[config.mk]
export PLATFORM = sky130hd
export DESIGN_NAME = sv32_walker
export DESIGN_NICKNAME = d
export VERILOG_FILES = /design/src/rtl/sv32_pkg.sv /design/src/rtl/sv32_ent_addr.sv /design/src/rtl/sv32_pte_eval.sv /design/src/rtl/sv32_pa_build.sv /design/src/rtl/sv32_walker.sv
export SDC_FILE = /design/constraint.sdc
export NUM_CORES = 1
export LEC_CHECK = 0
export ABC_CLOCK_PERIOD_IN_PS = 3100
export BUFFER_PORTS_ARGS = -buffer_cell sky130_fd_sc_hd__buf_2
export CORE_AREA = 8 8 106 108
export CTS_CLUSTER_DIAMETER = 200
export DETAILED_ROUTE_END_ITERATION = 8
export DIE_AREA = 0 0 114 116
export PLACE_DENSITY_LB_ADDON = 0.1
export RECOVER_POWER = 100
export REMOVE_ABC_BUFFERS = 1
export SLEW_MARGIN = 5
export SYNTH_ARGS = -nofsm -noshare
export SYNTH_HDL_FRONTEND = slang
export SYNTH_SLANG_ARGS = --single-unit
[constraint.sdc]
create_clock -name clk -period 3.1 [get_ports clk]
set_clock_uncertainty 0.1 [all_clocks]
set_input_delay 0.465 -clock clk [delete_from_list [all_inputs] [get_ports clk]]
set_output_delay 0.465 -clock clk [all_outputs]
set_load 0.02 [all_outputs]
[src/rtl/sv32_pkg.sv]
`timescale 1ns/1ps
package sv32_pkg;
  // Entry flag bit positions (fixed by the page-table format)
  localparam int PTE_V = 0;
  localparam int PTE_R = 1;
  localparam int PTE_W = 2;
  localparam int PTE_X = 3;
  localparam int PTE_A = 6;
  localparam int PTE_D = 7;

  typedef enum logic [1:0] {
    VD_FAULT,
    VD_DESCEND,
    VD_LEAF,
    VD_LEAF_UPD
  } verdict_t;

  typedef enum logic [2:0] {
    S_IDLE,
    S_L1_RD,
    S_L1_CHK,
    S_L1_WB,
    S_L0_RD,
    S_L0_CHK,
    S_L0_WB,
    S_DONE
  } walk_state_t;
endpackage

[src/rtl/sv32_ent_addr.sv]
`timescale 1ns/1ps
module sv32_ent_addr #(
  parameter int PPN_W = 22,
  parameter int VPN_W = 10,
  parameter int OFF_W = 12,
  parameter int PA_W  = PPN_W + OFF_W
) (
  input  logic [PPN_W-1:0] tbl_ppn,
  input  logic [VPN_W-1:0] vpn_idx,
  output logic [PA_W-1:0]  ent_addr
);
  // table base (page aligned) plus a 4-byte slot per index
  assign ent_addr = (PA_W'(tbl_ppn) << OFF_W) + (PA_W'(vpn_idx) << 2);
endmodule

[src/rtl/sv32_pte_eval.sv]
`timescale 1ns/1ps
module sv32_pte_eval
  import sv32_pkg::*;
#(
  parameter int PTE_BITS = 32,
  parameter int PPN_W    = 22,
  parameter int VPN_W    = 10
) (
  input  logic [PTE_BITS-1:0] pte,
  input  logic                is_store,
  input  logic                at_l0,
  output verdict_t            verdict,
  output logic [PTE_BITS-1:0] pte_new
);
  localparam int PPN_LSB = PTE_BITS - PPN_W;

  logic v, r, w, x, a, d;
  logic is_leaf, misalign, perm_ok, need_upd;

  assign v = pte[PTE_V];
  assign r = pte[PTE_R];
  assign w = pte[PTE_W];
  assign x = pte[PTE_X];
  assign a = pte[PTE_A];
  assign d = pte[PTE_D];

  assign is_leaf  = r | x;
  assign misalign = !at_l0 && (pte[PPN_LSB +: VPN_W] != '0);
  assign perm_ok  = is_store ? w : r;
  assign need_upd = !a || (is_store && !d);

  always_comb begin
    pte_new        = pte;
    pte_new[PTE_A] = 1'b1;
    if (is_store) pte_new[PTE_D] = 1'b1;

    if (!v || (w && !r))       verdict = VD_FAULT;
    else if (!is_leaf)         verdict = at_l0 ? VD_FAULT : VD_DESCEND;
    else if (misalign || !perm_ok) verdict = VD_FAULT;
    else if (need_upd)         verdict = VD_LEAF_UPD;
    else                       verdict = VD_LEAF;
  end
endmodule

[src/rtl/sv32_pa_build.sv]
`timescale 1ns/1ps
module sv32_pa_build #(
  parameter int PPN_W = 22,
  parameter int VPN_W = 10,
  parameter int OFF_W = 12,
  parameter int PA_W  = PPN_W + OFF_W
) (
  input  logic [PPN_W-1:0]       leaf_ppn,
  input  logic [VPN_W+OFF_W-1:0] va_low,
  input  logic                   is_super,
  output logic [PA_W-1:0]        pa
);
  localparam int HI_W = PPN_W - VPN_W;

  always_comb begin
    if (is_super) pa = {leaf_ppn[PPN_W-1 -: HI_W], va_low};
    else          pa = {leaf_ppn, va_low[OFF_W-1:0]};
  end
endmodule

[src/rtl/sv32_walker.sv]
`timescale 1ns/1ps
module sv32_walker
  import sv32_pkg::*;
#(
  parameter int PPN_W    = 22,
  parameter int VPN_W    = 10,
  parameter int OFF_W    = 12,
  parameter int PTE_BITS = 32,
  parameter int VA_W     = 2 * VPN_W + OFF_W,
  parameter int PA_W     = PPN_W + OFF_W
) (
  input  logic                clk,
  input  logic                rst,
  input  logic                req_valid,
  input  logic [VA_W-1:0]     req_vaddr,
  input  logic                req_store,
  input  logic [PPN_W-1:0]    root_ppn,
  output logic                busy,
  output logic                mem_req,
  output logic                mem_we,
  output logic [PA_W-1:0]     mem_addr,
  output logic [PTE_BITS-1:0] mem_wdata,
  input  logic [PTE_BITS-1:0] mem_rdata,
  output logic                done,
  output logic                fault,
  output logic [PA_W-1:0]     paddr
);
  localparam int LEVELS  = 2;
  localparam int LOW_W   = VPN_W + OFF_W;
  localparam int PPN_LSB = PTE_BITS - PPN_W;

  walk_state_t             state_q;
  logic [LOW_W-1:0]        va_low_q;
  logic                    store_q;
  logic [PA_W-1:0]         ent_addr_q;
  logic [PTE_BITS-1:0]     pte_hold_q;
  logic [PA_W-1:0]         paddr_q;
  logic                    fault_q;

  // per-level entry address: level 1 indexes the root, level 0 the fetched table
  logic [PPN_W-1:0] tbl_ppn  [LEVELS];
  logic [VPN_W-1:0] vpn_sel  [LEVELS];
  logic [PA_W-1:0]  ent_addr [LEVELS];

  assign tbl_ppn[1] = root_ppn;
  assign vpn_sel[1] = req_vaddr[VA_W-1 -: VPN_W];
  assign tbl_ppn[0] = mem_rdata[PTE_BITS-1 -: PPN_W];
  assign vpn_sel[0] = va_low_q[LOW_W-1 -: VPN_W];

  for (genvar g = 0; g < LEVELS; g++) begin : gen_lvl
    sv32_ent_addr #(
      .PPN_W(PPN_W), .VPN_W(VPN_W), .OFF_W(OFF_W), .PA_W(PA_W)
    ) u_ent_addr (
      .tbl_ppn (tbl_ppn[g]),
      .vpn_idx (vpn_sel[g]),
      .ent_addr(ent_addr[g])
    );
  end

  verdict_t            verdict;
  logic [PTE_BITS-1:0] pte_new;
  logic                at_l0;
  logic [PA_W-1:0]     leaf_pa;

  assign at_l0 = (state_q == S_L0_CHK);

  sv32_pte_eval #(
    .PTE_BITS(PTE_BITS), .PPN_W(PPN_W), .VPN_W(VPN_W)
  ) u_eval (
    .pte     (mem_rdata),
    .is_store(store_q),
    .at_l0   (at_l0),
    .verdict (verdict),
    .pte_new (pte_new)
  );

  sv32_pa_build #(
    .PPN_W(PPN_W), .VPN_W(VPN_W), .OFF_W(OFF_W), .PA_W(PA_W)
  ) u_pa (
    .leaf_ppn(mem_rdata[PPN_LSB +: PPN_W]),
    .va_low  (va_low_q),
    .is_super(!at_l0),
    .pa      (leaf_pa)
  );

  always_ff @(posedge clk) begin
    if (rst) begin
      state_q    <= S_IDLE;
      va_low_q   <= '0;
      store_q    <= 1'b0;
      ent_addr_q <= '0;
      pte_hold_q <= '0;
      paddr_q    <= '0;
      fault_q    <= 1'b0;
    end else begin
      case (state_q)
        S_IDLE: begin
          if (req_valid) begin
            va_low_q   <= req_vaddr[LOW_W-1:0];
            store_q    <= req_store;
            ent_addr_q <= ent_addr[1];
            fault_q    <= 1'b0;
            state_q    <= S_L1_RD;
          end
        end
        S_L1_RD: state_q <= S_L1_CHK;
        S_L0_RD: state_q <= S_L0_CHK;
        S_L1_CHK, S_L0_CHK: begin
          case (verdict)
            VD_FAULT: begin
              fault_q <= 1'b1;
              state_q <= S_DONE;
            end
            VD_DESCEND: begin
              ent_addr_q <= ent_addr[0];
              state_q    <= S_L0_RD;
            end
            VD_LEAF: begin
              paddr_q <= leaf_pa;
              state_q <= S_DONE;
            end
            default: begin
              paddr_q    <= leaf_pa;
              pte_hold_q <= pte_new;
              state_q    <= at_l0 ? S_L0_WB : S_L1_WB;
            end
          endcase
        end
        S_L1_WB, S_L0_WB: state_q <= S_DONE;
        default: state_q <= S_IDLE;
      endcase
    end
  end

  assign busy      = (state_q != S_IDLE);
  assign mem_req   = (state_q == S_L1_RD) || (state_q == S_L0_RD) ||
                     (state_q == S_L1_WB) || (state_q == S_L0_WB);
  assign mem_we    = (state_q == S_L1_WB) || (state_q == S_L0_WB);
  assign mem_addr  = ent_addr_q;
  assign mem_wdata = pte_hold_q;
  assign done      = (state_q == S_DONE);
  assign fault     = fault_q;
  assign paddr     = paddr_q;
endmodule

==> summary.md <==
| Metric | Value |
|---|---|
| HP Start | req_vaddr[4] |
| Sw Ratio | between 20% and 30% |
| Clock share of power | a little under half |
| Reg2reg end | mem_addr[2] |
| Pleak | ~2.6 nW |
| Crit share post-route | between 80% and 90% |
| Fin nets | 825 |
| Initial DRT Pass Iterations | 7 |
| WP buf/inv | 1 |
| Share of synthesized registers carrying an async set or reset | 0% |
| Maximum vdd drop | about 0.39 mV |
| Crit Path Max Fanout | 11 |
| Vias in the first global route | about 4,800 |
| Number of port buffers | 192 |
| Sequential-to-total area share from yosys stat | 51.6% |
| Cell seen most often among critical-path stages | a21oi_1 |
| Mux contribution to synthesized area | around 8% |
| Int Pwr | 3.02 mW |
| Wirelength, routed | 14.8 mm |
| Hold Vio Cnt, Final | 0 |
| Synth top area share | approximately half |
| Number of core rows | 36 |
| CP max stage delay | 0.51 ns |
| Non-Filler Instances | 881 |
| Pin slew with the least headroom to its limit | 1.27 ns |
| Worst skew pair latency | 0.52 ns |
| Maxcap violations | 0 |
| Hold path cells | 3 |
| Synth top area cells | dfxtp_1 52%, a21oi_1 8.9%, mux2i_1 7.8%, nand2_1 7.7%, a22oi_1 4.8% |
| Worst flop-to-flop path startpoint | state_q[2] |
| Cells after Synth | 560 |
| Synth unique cells | 35 |
| Startpoint type of the worst setup path | flip-flop |
| Initial Util | about half |
| CP top delay family | simple AND/OR/NAND/NOR gates |
| DIE AREA | between 10,000 and 15,000 µm² |
| Post-CTS Hold Fix Bufs | 0 |
| Dpl hpwl | 10.1 mm |
| Core outline area | 9550 µm² |
| FMAX | 386 MHz |
| RePlAce Congestion | 0.760 |
| PD cells | between 600 and 700 nW/µm² |
| Post-route ant nets | 0 |
| Hold EP | va_low_q[4] |
| Post-synthesis adder-cell area fraction | 0% |
| CP Capture Type | flip-flop |
| Via/cell ratio | 5.35 |
| Final min period | 2.59 ns |
| Grt ovf | 0 |
| Post-synth EDFFs | 0 |
| Largest family of logic cells by synthesized area | simple AND/OR/NAND/NOR gates |
| Most used DFF post-synth | dfxtp_1 |
| Die Width | between 100 and 150 µm |
| Ys Warns | 0 |
| Sequential power share | around 42% |
| Crit path max-delay cell type | dfxtp_1 |
| Clock Path Buffers | 2 |
| DP Cell Count | around 850 |
| CTS clk-pin slew, worst paths | 0.06 ns |
| Die Y | roughly 120 µm |
| Via Count | 4,717 |
| Post-CTS resize count | 0 |
| Final Max Slew Viols | 0 |
| First-pass GRT wire length | ~24 mm |
| Synth Area in Simple Gates | 18.6% |
| Mapped Area | 4850 µm² |
| Relative max-transition margin | 15.6% |
| Worst EP required | 3.45 ns |
| CTS tree | built |
| Cts bufs inserted | 17 |
| Final Setup Violations | 0 |
| Post-synthesis compound-gate area fraction | 16.7% |
| R2r setup slk | 0.51 ns |
| H-tree depth | 4 |
| Placement Cell Area | 5910 µm² |
| CP arrival | 2.94 ns |
| Gate power share | 10.9% |
| Status | finished, final reports clean |
| Yosys reg bits | 125 |
| CTS sink cnt | 125 |
| XOR/XNOR share of the synthesized area | 0.181% |
| Top cell type by total area after synthesis | dfxtp_1 |
| # IOs | 195 |
| RSZ-0062 raised after global routing | false |
| Post-CTS Setup Repair Bufs | 0 |
| DR WL/cell | 16.8 µm |
| Commonest cells in the synthesized netlist | 125 x dfxtp_1, 100 x nand2_1, 86 x a21oi_1, 47 x nor2_1, 38 x mux2i_1 |
| Synth-to-Final Area Change | 30.3% |
| DRC errors left | 0 |
| R2R depth | 7 |
| Largest net degree at the start of global routing | 73 |
| Worst hold slack | 0.0761 ns |
| NetSw | between 1 and 1.5 mW |
| Design Area, Final | 6320 µm² |
| Initial antenna violation count | 0 |
| Critical path, cell by cell | and3b_1 > a21oi_1 > o31ai_1 > nand3b_1 > clkbuf_1 > nand3_1 > a21oi_1 |
| Root Driver | clkbuf_8 |
| DR iter-0 viols | about 340 |
| Most frequent cell after synthesis | dfxtp_1 |
| Worst setup path class | reg -> reg |
| Tot GR Track Use | 22.5% |
| HP Class | in -> reg |
| Share of layout cells above drive strength 1 | 18.0% |
| Diode count | 0 |
| Post-Syn Area per Cell | between 8 and 9 µm² |
==> placed cells by master, fill, tap and decap left out, types with 3 or more instances in the layout <==
master | netlist | routed
dfxtp_1 | 125 | 125
clkbuf_1 | 25 | 105
nand2_1 | 100 | 99
buf_2 | 13 | 88
a21oi_1 | 86 | 86
nor2_1 | 47 | 47
mux2i_1 | 38 | 38
nand3_1 | 32 | 32
a22oi_1 | 31 | 31
clkbuf_16 | 0 | 16
a211oi_1 | 11 | 11
nor3_1 | 7 | 7
inv_1 | 6 | 6
buf_4 | 5 | 5
clkinvlp_4 | 0 | 4
buf_12 | 0 | 4
nor4_1 | 3 | 3
nand3b_1 | 3 | 3
clkbuf_8 | 0 | 3
clkinv_2 | 0 | 3
==> power by group through the flow <==
stage          clock network [mW]  registers (mW)  logic [mW]
2_1_floorplan                   0            1.80       0.200
3_3_place_gp                    0            1.76       0.452
3_5_place_dp                    0            1.76       0.463
4_1_cts                      1.95            1.72       0.465
5_1_grt                      2.02            1.73       0.491
6_report                     1.93            1.73       0.446
==> sequential cells by signal (all words and copies together), names as in the netlist <==
name and flops:
fault 1, state_q 3, paddr 34, mem_addr 32
store_q 1, va_low_q 22, mem_wdata 32
==> kinds of logic after synthesis <==
family                 after synthesis
AO/OA/AOI/OAI                      136
buffers and inverters               54
XOR/XNOR                             1
flip-flops                         125
other                                1
multiplexers                        38
AND/OR/NAND/NOR                    205
==> worst max-delay path by stage <==
stage / from / end / slack [ns] / cells past startpoint
floorplan: state_q[2] / mem_wdata[7] / -2.06 / 6
global placement: mem_rdata[10] / mem_addr[12] / 0.52 / 8
detailed placement: mem_rdata[10] / mem_addr[2] / 0.38 / 8
CTS: state_q[1] / mem_addr[2] / 0.70 / 7
global route: state_q[2] / mem_addr[2] / 0.28 / 7
finish: state_q[2] / mem_addr[2] / 0.51 / 7
==> cell type report <==
type                       count  area (µm²)
sequential                   125        2500
timing repair buffer         203         957
inverter                       6        22.5
multi-input combinational    382        2090
clock inverter                13         140
clock buffer                  19         442
fill                         899        3230
tap                          133         166
==> per-stage QoR <==
stage          power [mW]  utilization [%]  setup TNS (ns)  worst slack (ns)
5_1_grt              4.24             66.2               0             0.278
4_1_cts              4.14             68.0               0             0.702
2_1_floorplan        2.00                -          -82.71             -2.06
3_5_place_dp         2.22             61.9               0             0.378
6_report             4.10             66.2               0             0.511
3_3_place_gp         2.21             61.9               0             0.523
==> routing by layer <==
layer,GRT usage (%),share of wire (%)
met1,26.4,42
met2,37.5,48
met3,8.29,9.1
met4,7.54,1.3
met5,0,0
==> worst reg2reg max path, stage by stage, from the launching register on <==
cell and delay (ns):
dfxtp_1 0.51, and3b_1 0.30, a21oi_1 0.09, o31ai_1 0.37, nand3b_1 0.44, clkbuf_1 0.38, nand3_1 0.15, a21oi_1 0.19
Power figures use the tool's default switching activity.
